===== src/rtl/skew_voter_pkg.sv =====
package skew_voter_pkg;

  localparam int unsigned NREP = 3;

  typedef enum logic [1:0] {
    PH_IDLE = 2'd0,
    PH_HOLD = 2'd1,
    PH_RUN  = 2'd2
  } phase_e;

  // Strobes from the control to the datapath
  typedef struct packed {
    logic [NREP-1:0] push;
    logic [NREP-1:0] pop;
    logic            load;
    logic            endTxn;
  } strobe_t;

  function automatic logic [1:0] popCount3(input logic [NREP-1:0] v);
    logic [1:0] n;
    n = '0;
    for (int i = 0; i < NREP; i++) n = n + {1'b0, v[i]};
    return n;
  endfunction

endpackage


===== src/rtl/sv_lane.sv =====
module sv_lane #(
  parameter int unsigned W = 3,
  parameter int unsigned DEPTH = 8,
  parameter logic [W-1:0] IDLE_LVL = '0
) (
  input  logic         clk,
  input  logic         rstN,
  input  logic         csNIn,
  input  logic [W-1:0] linesIn,
  input  logic         push,
  input  logic         pop,
  input  logic         flush,
  output logic         activeSync,
  output logic [W-1:0] headData,
  output logic         nonEmpty,
  output logic         full
);

  localparam int unsigned AW = (DEPTH > 1) ? $clog2(DEPTH) : 1;
  localparam int unsigned CW = $clog2(DEPTH + 1);

  logic         csS1, csS2;
  logic [W-1:0] linS1, linS2;
  logic [W-1:0] mem [DEPTH];
  logic [AW-1:0] rdPtr, wrPtr;
  logic [CW-1:0] count;
  logic doPush, doPop;

  function automatic logic [AW-1:0] nextPtr(input logic [AW-1:0] p);
    return (p == AW'(DEPTH - 1)) ? '0 : p + 1'b1;
  endfunction

  // Two-flop synchroniser on select and lines
  always_ff @(posedge clk) begin
    if (!rstN) begin
      csS1  <= 1'b1;
      csS2  <= 1'b1;
      linS1 <= IDLE_LVL;
      linS2 <= IDLE_LVL;
    end else begin
      csS1  <= csNIn;
      csS2  <= csS1;
      linS1 <= linesIn;
      linS2 <= linS1;
    end
  end

  assign activeSync = ~csS2;
  assign nonEmpty   = (count != '0);
  assign full       = (count == CW'(DEPTH));
  assign doPop      = pop & nonEmpty;
  assign doPush     = push & (~full | doPop);
  assign headData   = mem[rdPtr];

  always_ff @(posedge clk) begin
    if (!rstN || flush) begin
      rdPtr <= '0;
      wrPtr <= '0;
      count <= '0;
    end else begin
      if (doPush) wrPtr <= nextPtr(wrPtr);
      if (doPop)  rdPtr <= nextPtr(rdPtr);
      if (doPush && !doPop)      count <= count + 1'b1;
      else if (doPop && !doPush) count <= count - 1'b1;
    end
  end

  always_ff @(posedge clk) begin
    if (doPush && !flush) mem[wrPtr] <= linS2;
  end

endmodule


===== src/rtl/sv_datapath.sv =====
module sv_datapath
  import skew_voter_pkg::*;
#(
  parameter int unsigned W = 3,
  parameter int unsigned DEPTH = 8,
  parameter logic [W-1:0] IDLE_LVL = '0
) (
  input  logic              clk,
  input  logic              rstN,
  input  logic [NREP-1:0]   repCsN,
  input  logic [NREP*W-1:0] repLines,
  input  strobe_t           stb,
  output logic [NREP-1:0]   activeSync,
  output logic [NREP-1:0]   nonEmpty,
  output logic [NREP-1:0]   full,
  output logic              votedCsN,
  output logic [W-1:0]      votedLines,
  output logic [NREP-1:0]   mismatch
);

  logic [W-1:0]    head [NREP];
  logic [W-1:0]    slot [NREP];
  logic [W-1:0]    voted;
  logic [NREP-1:0] misNext;

  for (genvar r = 0; r < NREP; r++) begin : g_lane
    sv_lane #(.W(W), .DEPTH(DEPTH), .IDLE_LVL(IDLE_LVL)) u_lane (
      .clk        (clk),
      .rstN       (rstN),
      .csNIn      (repCsN[r]),
      .linesIn    (repLines[r*W +: W]),
      .push       (stb.push[r]),
      .pop        (stb.pop[r]),
      .flush      (stb.endTxn),
      .activeSync (activeSync[r]),
      .headData   (head[r]),
      .nonEmpty   (nonEmpty[r]),
      .full       (full[r])
    );
  end

  // A replica not popped this cycle votes with the idle level
  always_comb begin
    for (int r = 0; r < NREP; r++) slot[r] = stb.pop[r] ? head[r] : IDLE_LVL;
    voted = (slot[0] & slot[1]) | (slot[0] & slot[2]) | (slot[1] & slot[2]);
    for (int r = 0; r < NREP; r++) misNext[r] = stb.pop[r] && (slot[r] != voted);
  end

  always_ff @(posedge clk) begin
    if (!rstN) begin
      votedCsN   <= 1'b1;
      votedLines <= IDLE_LVL;
      mismatch   <= '0;
    end else if (stb.endTxn) begin
      votedCsN   <= 1'b1;
      votedLines <= IDLE_LVL;
      mismatch   <= '0;
    end else if (stb.load) begin
      votedCsN   <= 1'b0;
      votedLines <= voted;
      mismatch   <= misNext;
    end else begin
      mismatch   <= '0;
    end
  end

endmodule


===== src/rtl/sv_ctrl.sv =====
module sv_ctrl
  import skew_voter_pkg::*;
#(
  parameter int unsigned HOLD = 3
) (
  input  logic            clk,
  input  logic            rstN,
  input  logic [NREP-1:0] activeSync,
  input  logic [NREP-1:0] nonEmpty,
  input  logic [NREP-1:0] full,
  output strobe_t         stb,
  output logic [NREP-1:0] lateFlag,
  output logic [NREP-1:0] skewErr
);

  localparam int unsigned HCW = (HOLD > 1) ? $clog2(HOLD + 1) : 1;

  phase_e          phase;
  logic [HCW-1:0]  holdCnt;
  logic [NREP-1:0] started, ended, excluded;
  logic [NREP-1:0] live, ovf, doneVec;
  logic            enterRun;

  always_comb begin
    live       = ~excluded;
    stb.push   = activeSync & live & ~ended;
    stb.pop    = (phase == PH_RUN) ? (nonEmpty & live) : '0;
    stb.load   = |stb.pop;
    doneVec    = ended & (~nonEmpty | excluded);
    stb.endTxn = (phase == PH_RUN) && (popCount3(doneVec) >= 2'd2);
    ovf        = stb.push & full & ~stb.pop;
    enterRun   = (phase == PH_HOLD) && (holdCnt == HCW'(HOLD - 1));
  end

  always_ff @(posedge clk) begin
    if (!rstN) begin
      phase    <= PH_IDLE;
      holdCnt  <= '0;
      started  <= '0;
      ended    <= '0;
      excluded <= '0;
      lateFlag <= '0;
      skewErr  <= '0;
    end else begin
      skewErr <= skewErr | ovf;
      if (stb.endTxn) begin
        phase    <= PH_IDLE;
        holdCnt  <= '0;
        started  <= '0;
        ended    <= '0;
        excluded <= '0;
      end else begin
        started  <= started | activeSync;
        ended    <= ended | (started & ~activeSync);
        excluded <= excluded | ovf | (enterRun ? ~started : '0);
        unique case (phase)
          PH_IDLE: begin
            if (popCount3(nonEmpty & live) >= 2'd2) begin
              phase    <= PH_HOLD;
              holdCnt  <= '0;
              lateFlag <= '0;
            end
          end
          PH_HOLD: begin
            if (enterRun) begin
              phase    <= PH_RUN;
              lateFlag <= ~started & live;
            end else begin
              holdCnt <= holdCnt + 1'b1;
            end
          end
          default: ;
        endcase
      end
    end
  end

endmodule


===== src/rtl/skew_voter.sv =====
module skew_voter
  import skew_voter_pkg::*;
#(
  parameter int unsigned W = 3,
  parameter int unsigned DEPTH = 8,
  parameter int unsigned HOLD = 3,
  parameter logic [W-1:0] IDLE_LVL = '0
) (
  input  logic           clk,
  input  logic           rstN,
  input  logic [2:0]     repCsN,
  input  logic [3*W-1:0] repLines,
  output logic           votedCsN,
  output logic [W-1:0]   votedLines,
  output logic [2:0]     mismatch,
  output logic [2:0]     lateFlag,
  output logic [2:0]     skewErr
);

  strobe_t         stb;
  logic [NREP-1:0] activeSync, nonEmpty, full;

  sv_ctrl #(.HOLD(HOLD)) u_ctrl (
    .clk        (clk),
    .rstN       (rstN),
    .activeSync (activeSync),
    .nonEmpty   (nonEmpty),
    .full       (full),
    .stb        (stb),
    .lateFlag   (lateFlag),
    .skewErr    (skewErr)
  );

  sv_datapath #(.W(W), .DEPTH(DEPTH), .IDLE_LVL(IDLE_LVL)) u_dp (
    .clk        (clk),
    .rstN       (rstN),
    .repCsN     (repCsN),
    .repLines   (repLines),
    .stb        (stb),
    .activeSync (activeSync),
    .nonEmpty   (nonEmpty),
    .full       (full),
    .votedCsN   (votedCsN),
    .votedLines (votedLines),
    .mismatch   (mismatch)
  );

endmodule


===== config.mk =====
export PLATFORM = sky130hd
export DESIGN_NAME = skew_voter
export DESIGN_NICKNAME = d
export VERILOG_FILES = /design/src/rtl/skew_voter_pkg.sv /design/src/rtl/sv_lane.sv /design/src/rtl/sv_datapath.sv /design/src/rtl/sv_ctrl.sv /design/src/rtl/skew_voter.sv
export SDC_FILE = /design/constraint.sdc
export NUM_CORES = 1
export LEC_CHECK = 0
export ABC_AREA = 1
export BUFFER_PORTS_ARGS = -buffer_cell sky130_fd_sc_hd__buf_2
export CAP_MARGIN = 15
export CORE_AREA = 4 4 119 121
export DETAILED_ROUTE_END_ITERATION = 10
export DIE_AREA = 0 0 123 125
export MAX_ROUTING_LAYER = met4
export PLACE_DENSITY = 0.72
export SYNTH_ARGS = -nofsm -noshare
export SYNTH_HDL_FRONTEND = slang
export SYNTH_HIERARCHICAL = 1
export SYNTH_SLANG_ARGS = --single-unit

===== constraint.sdc =====
create_clock -name clk -period 2.6 [get_ports clk]
set_clock_uncertainty 0.1 [all_clocks]
set_input_delay 0.13 -clock clk [delete_from_list [all_inputs] [get_ports clk]]
set_output_delay 0.13 -clock clk [all_outputs]
set_load 0.05 [all_outputs]

==> metrics.yaml <==
grt_pass1_wl_um: 23300
regToRegSetupSlack_ns: 0.15
netlist_top_cells_count: "nand2_1 (152), nor2_1 (126), inv_1 (102)"
min_path_type: "in -> reg"
period_needed_ns: 2.45
syn_area_sq_mm: 0.00706
grt_pass1_vias: 5248
netlist_instances: 805
switching_share: 0.273
overflow: 0
setup-violations-final: 0
p_int_mw: 4.64
insertion_delay_ns: 0.42
antenna_cells: 0
drive_above_1_share: 0.213
drc: 0
routed-via-count: 5429
period_share: 0.940
synth_most_common_cell: "nand2_1"
hold_ws_ns: 0.0360
synth-edff-count: 72
finalPower_mw: 6.38
clockBufferDepth: 2
routedWlPerCell_um: 13.3
slew_headroom: 0.708
die_h_um: 125
worst_pin_slew_ns: 0.438
yosys.cell_types.count: 34
cp-end-kind: "flop"
max_cap_violations: 0
start_util: 0.540
combinationalPowerShare: 0.164
hpwl_um: 9980
synth_top_area_share: 0.306
total_leakage_power_nw: 3.74
seq_area_frac_synth: 0.558
io_pins: 27
seqPwrFrac: 0.449
area_growth_pct: 21.0
final_nets: 921
num-fill-cells: 1007
antenna_found_initial: 0
start_kind: "flop"
multiInputGateArea_sq_mm: 0.00283
worstSetupPathType: "reg -> reg"
die_x_um: 123
port_buffers: 26
p_clk_frac: 0.387
cts.sinks: 161
ys.flop_type: "dfxtp_1"
clkTransAtPathRegs_ns: 0.06
ff_latch_area_sq_mm: 0.00395
dr.pass1.iters: 5
rows: 42
synth-seq-cells: 161
peakVddDrop_v: 0.000836
syn_avg_cell_area_sq_um: 8.77
wirelength_um: 14200
post_dp_cell_area_sq_mm: 0.00751
numCtsBuffers: 17
final_cells: 1069
gp_congestion: 0.852
dpl.cell_count: 1019
worstPathMaxFanout: 5
core-area_sq_mm: 0.0131
finalHoldViolations: 0
drtIter0Drc: 399
cts_root_buffer: "clkbuf_16"
p_per_area_mw_per_mm2: 747
synth_top_area_cell: "edfxtp_1"
vias_per_cell: 5.08
max_freq_mhz: 409
synth-async-reset-ratio: 0
synth_warnings: 6
cts.htree.levels: 4
design_area_sq_mm: 0.00854
final.setup.tns_ns: 0
worst_ep_arrival_time_ns: 2.46
cts_tree: "yes"
p_switching_mw: 1.74
die_area_sq_mm: 0.0154
synth.area.top_cells: "edfxtp_1 (31%), dfxtp_1 (25%), nand2_1 (8.1%)"
critical_path_required_ns: 2.62
grt.total_usage: 0.196
ant_nets: 0
grt_max_degree: 17
status: "completed"
slew_violations: 0
syn_nets: 846
## flip-flops by register name (all words and copies together) (netlist names), 9 cells and up, named ones only
| register | cells |
|---|---|
| u_dp/g_lane.u_lane/mem | 72 |
| u_dp/g_lane.u_lane/count | 12 |
| u_dp/g_lane.u_lane/linS1 | 9 |
| u_dp/g_lane.u_lane/linS2 | 9 |
| u_dp/g_lane.u_lane/rdPtr | 9 |
| u_dp/g_lane.u_lane/wrPtr | 9 |
## cell type report
cell class | count | area share
Sequential cell | 161 | 0.463
Multi-Input combinational cell | 516 | 0.332
Timing Repair Buffer | 70 | 0.0589
Clock buffer | 20 | 0.0546
Inverter | 114 | 0.0514
Tap cell | 176 | 0.0258
Clock inverter | 12 | 0.0152
## per-layer routing
metal	vias to the layer above	share of wire	track usage
met5	-	0	-
met4	0	0.016	0.0586
met3	23	0.037	0.0488
met2	100	0.51	0.326
met1	2554	0.43	0.235
li1	2752	-	-
## per-stage QoR
step | util | setup WS, ns
floorplan | - | 0.00540
global placement | 0.574 | 0.0975
detailed placement | 0.574 | 0.0138
CTS | 0.629 | -0.0182
global route | 0.653 | -0.00443
finish | 0.653 | 0.155
## cell usage in the layout (no fill, tap or decap), types with 4 or more instances in the layout
cell type / instances
dlygate4sd3_1: 12
nor2_2: 19
nor2_4: 18
ha_1: 22
clkbuf_16: 17
inv_2: 14
a21oi_2: 11
dfxtp_2: 4
clkinv_2: 4
dfxtp_1: 84
inv_1: 95
nand2_2: 14
or2_2: 6
o21ai_1: 4
o21ai_0: 62
nand3_1: 47
nand2_1: 146
edfxtp_1: 72
nor2_1: 93
buf_2: 26
a21oi_1: 38
buf_4: 31
xor2_1: 6
## power by group through the flow
stage	Sequential (mW)	Clock (mW)	Combinational, mW
final	2.86	2.47	1.05
after CTS	2.85	2.51	0.985
after floorplan	3.01	0	0.581
after global placement	2.90	0	0.924
after detailed placement	2.91	0	0.966
after global routing	2.88	2.63	1.18
## critical path, stage by stage (launching register included)
cell	delay [ns]
dfxtp_4	0.35
inv_1	0.09
nand3_2	0.09
inv_1	0.07
nor2_2	0.04
buf_4	0.13
nor2_1	0.09
ha_1	0.24
nand3_1	0.08
nand2_1	0.06
nand2_2	0.09
clkinvlp_4	0.11
buf_12	0.14
nor2_4	0.12
nand2_2	0.13
nor2_2	0.20
## kinds of logic (layout without fill, tap and decap cells)
logic type | after synthesis | after routing | synth area share
compound gates | 121 | 121 | 0.0928
simple gates | 361 | 361 | 0.214
xor+xnor | 7 | 7 | 0.00868
buf+inv | 128 | 216 | 0.0749
flops | 161 | 161 | 0.558
fa+ha+maj | 27 | 27 | 0.0510
## worst paths after layout
| path | startpoint | end | cells after the start |
|---|---|---|---|
| worst max-delay path | u_dp/g_lane[0].u_lane/count[2] | u_dp/g_lane[0].u_lane/mem[7][2] | 15 |
| worst min register to register | u_dp/g_lane[2].u_lane/linS1[2] | u_dp/g_lane[2].u_lane/linS2[2] | 2 |
| worst max register to register | u_dp/g_lane[0].u_lane/count[2] | u_dp/g_lane[0].u_lane/mem[7][2] | 15 |
| worst min-delay path | rstN | u_dp/g_lane[1].u_lane/linS1[2] | 3 |
## timing repair
item                                    4_1_cts  5_1_grt
endpoints found under the setup margin        9      117
hold buffers                                 12        0
hold endpoints to repair                     12        0
gates resized for setup                       1       78
buffers inserted                              0        6
pin swaps                                     0        7
Note: power is estimated with default switching activity, not from simulation.
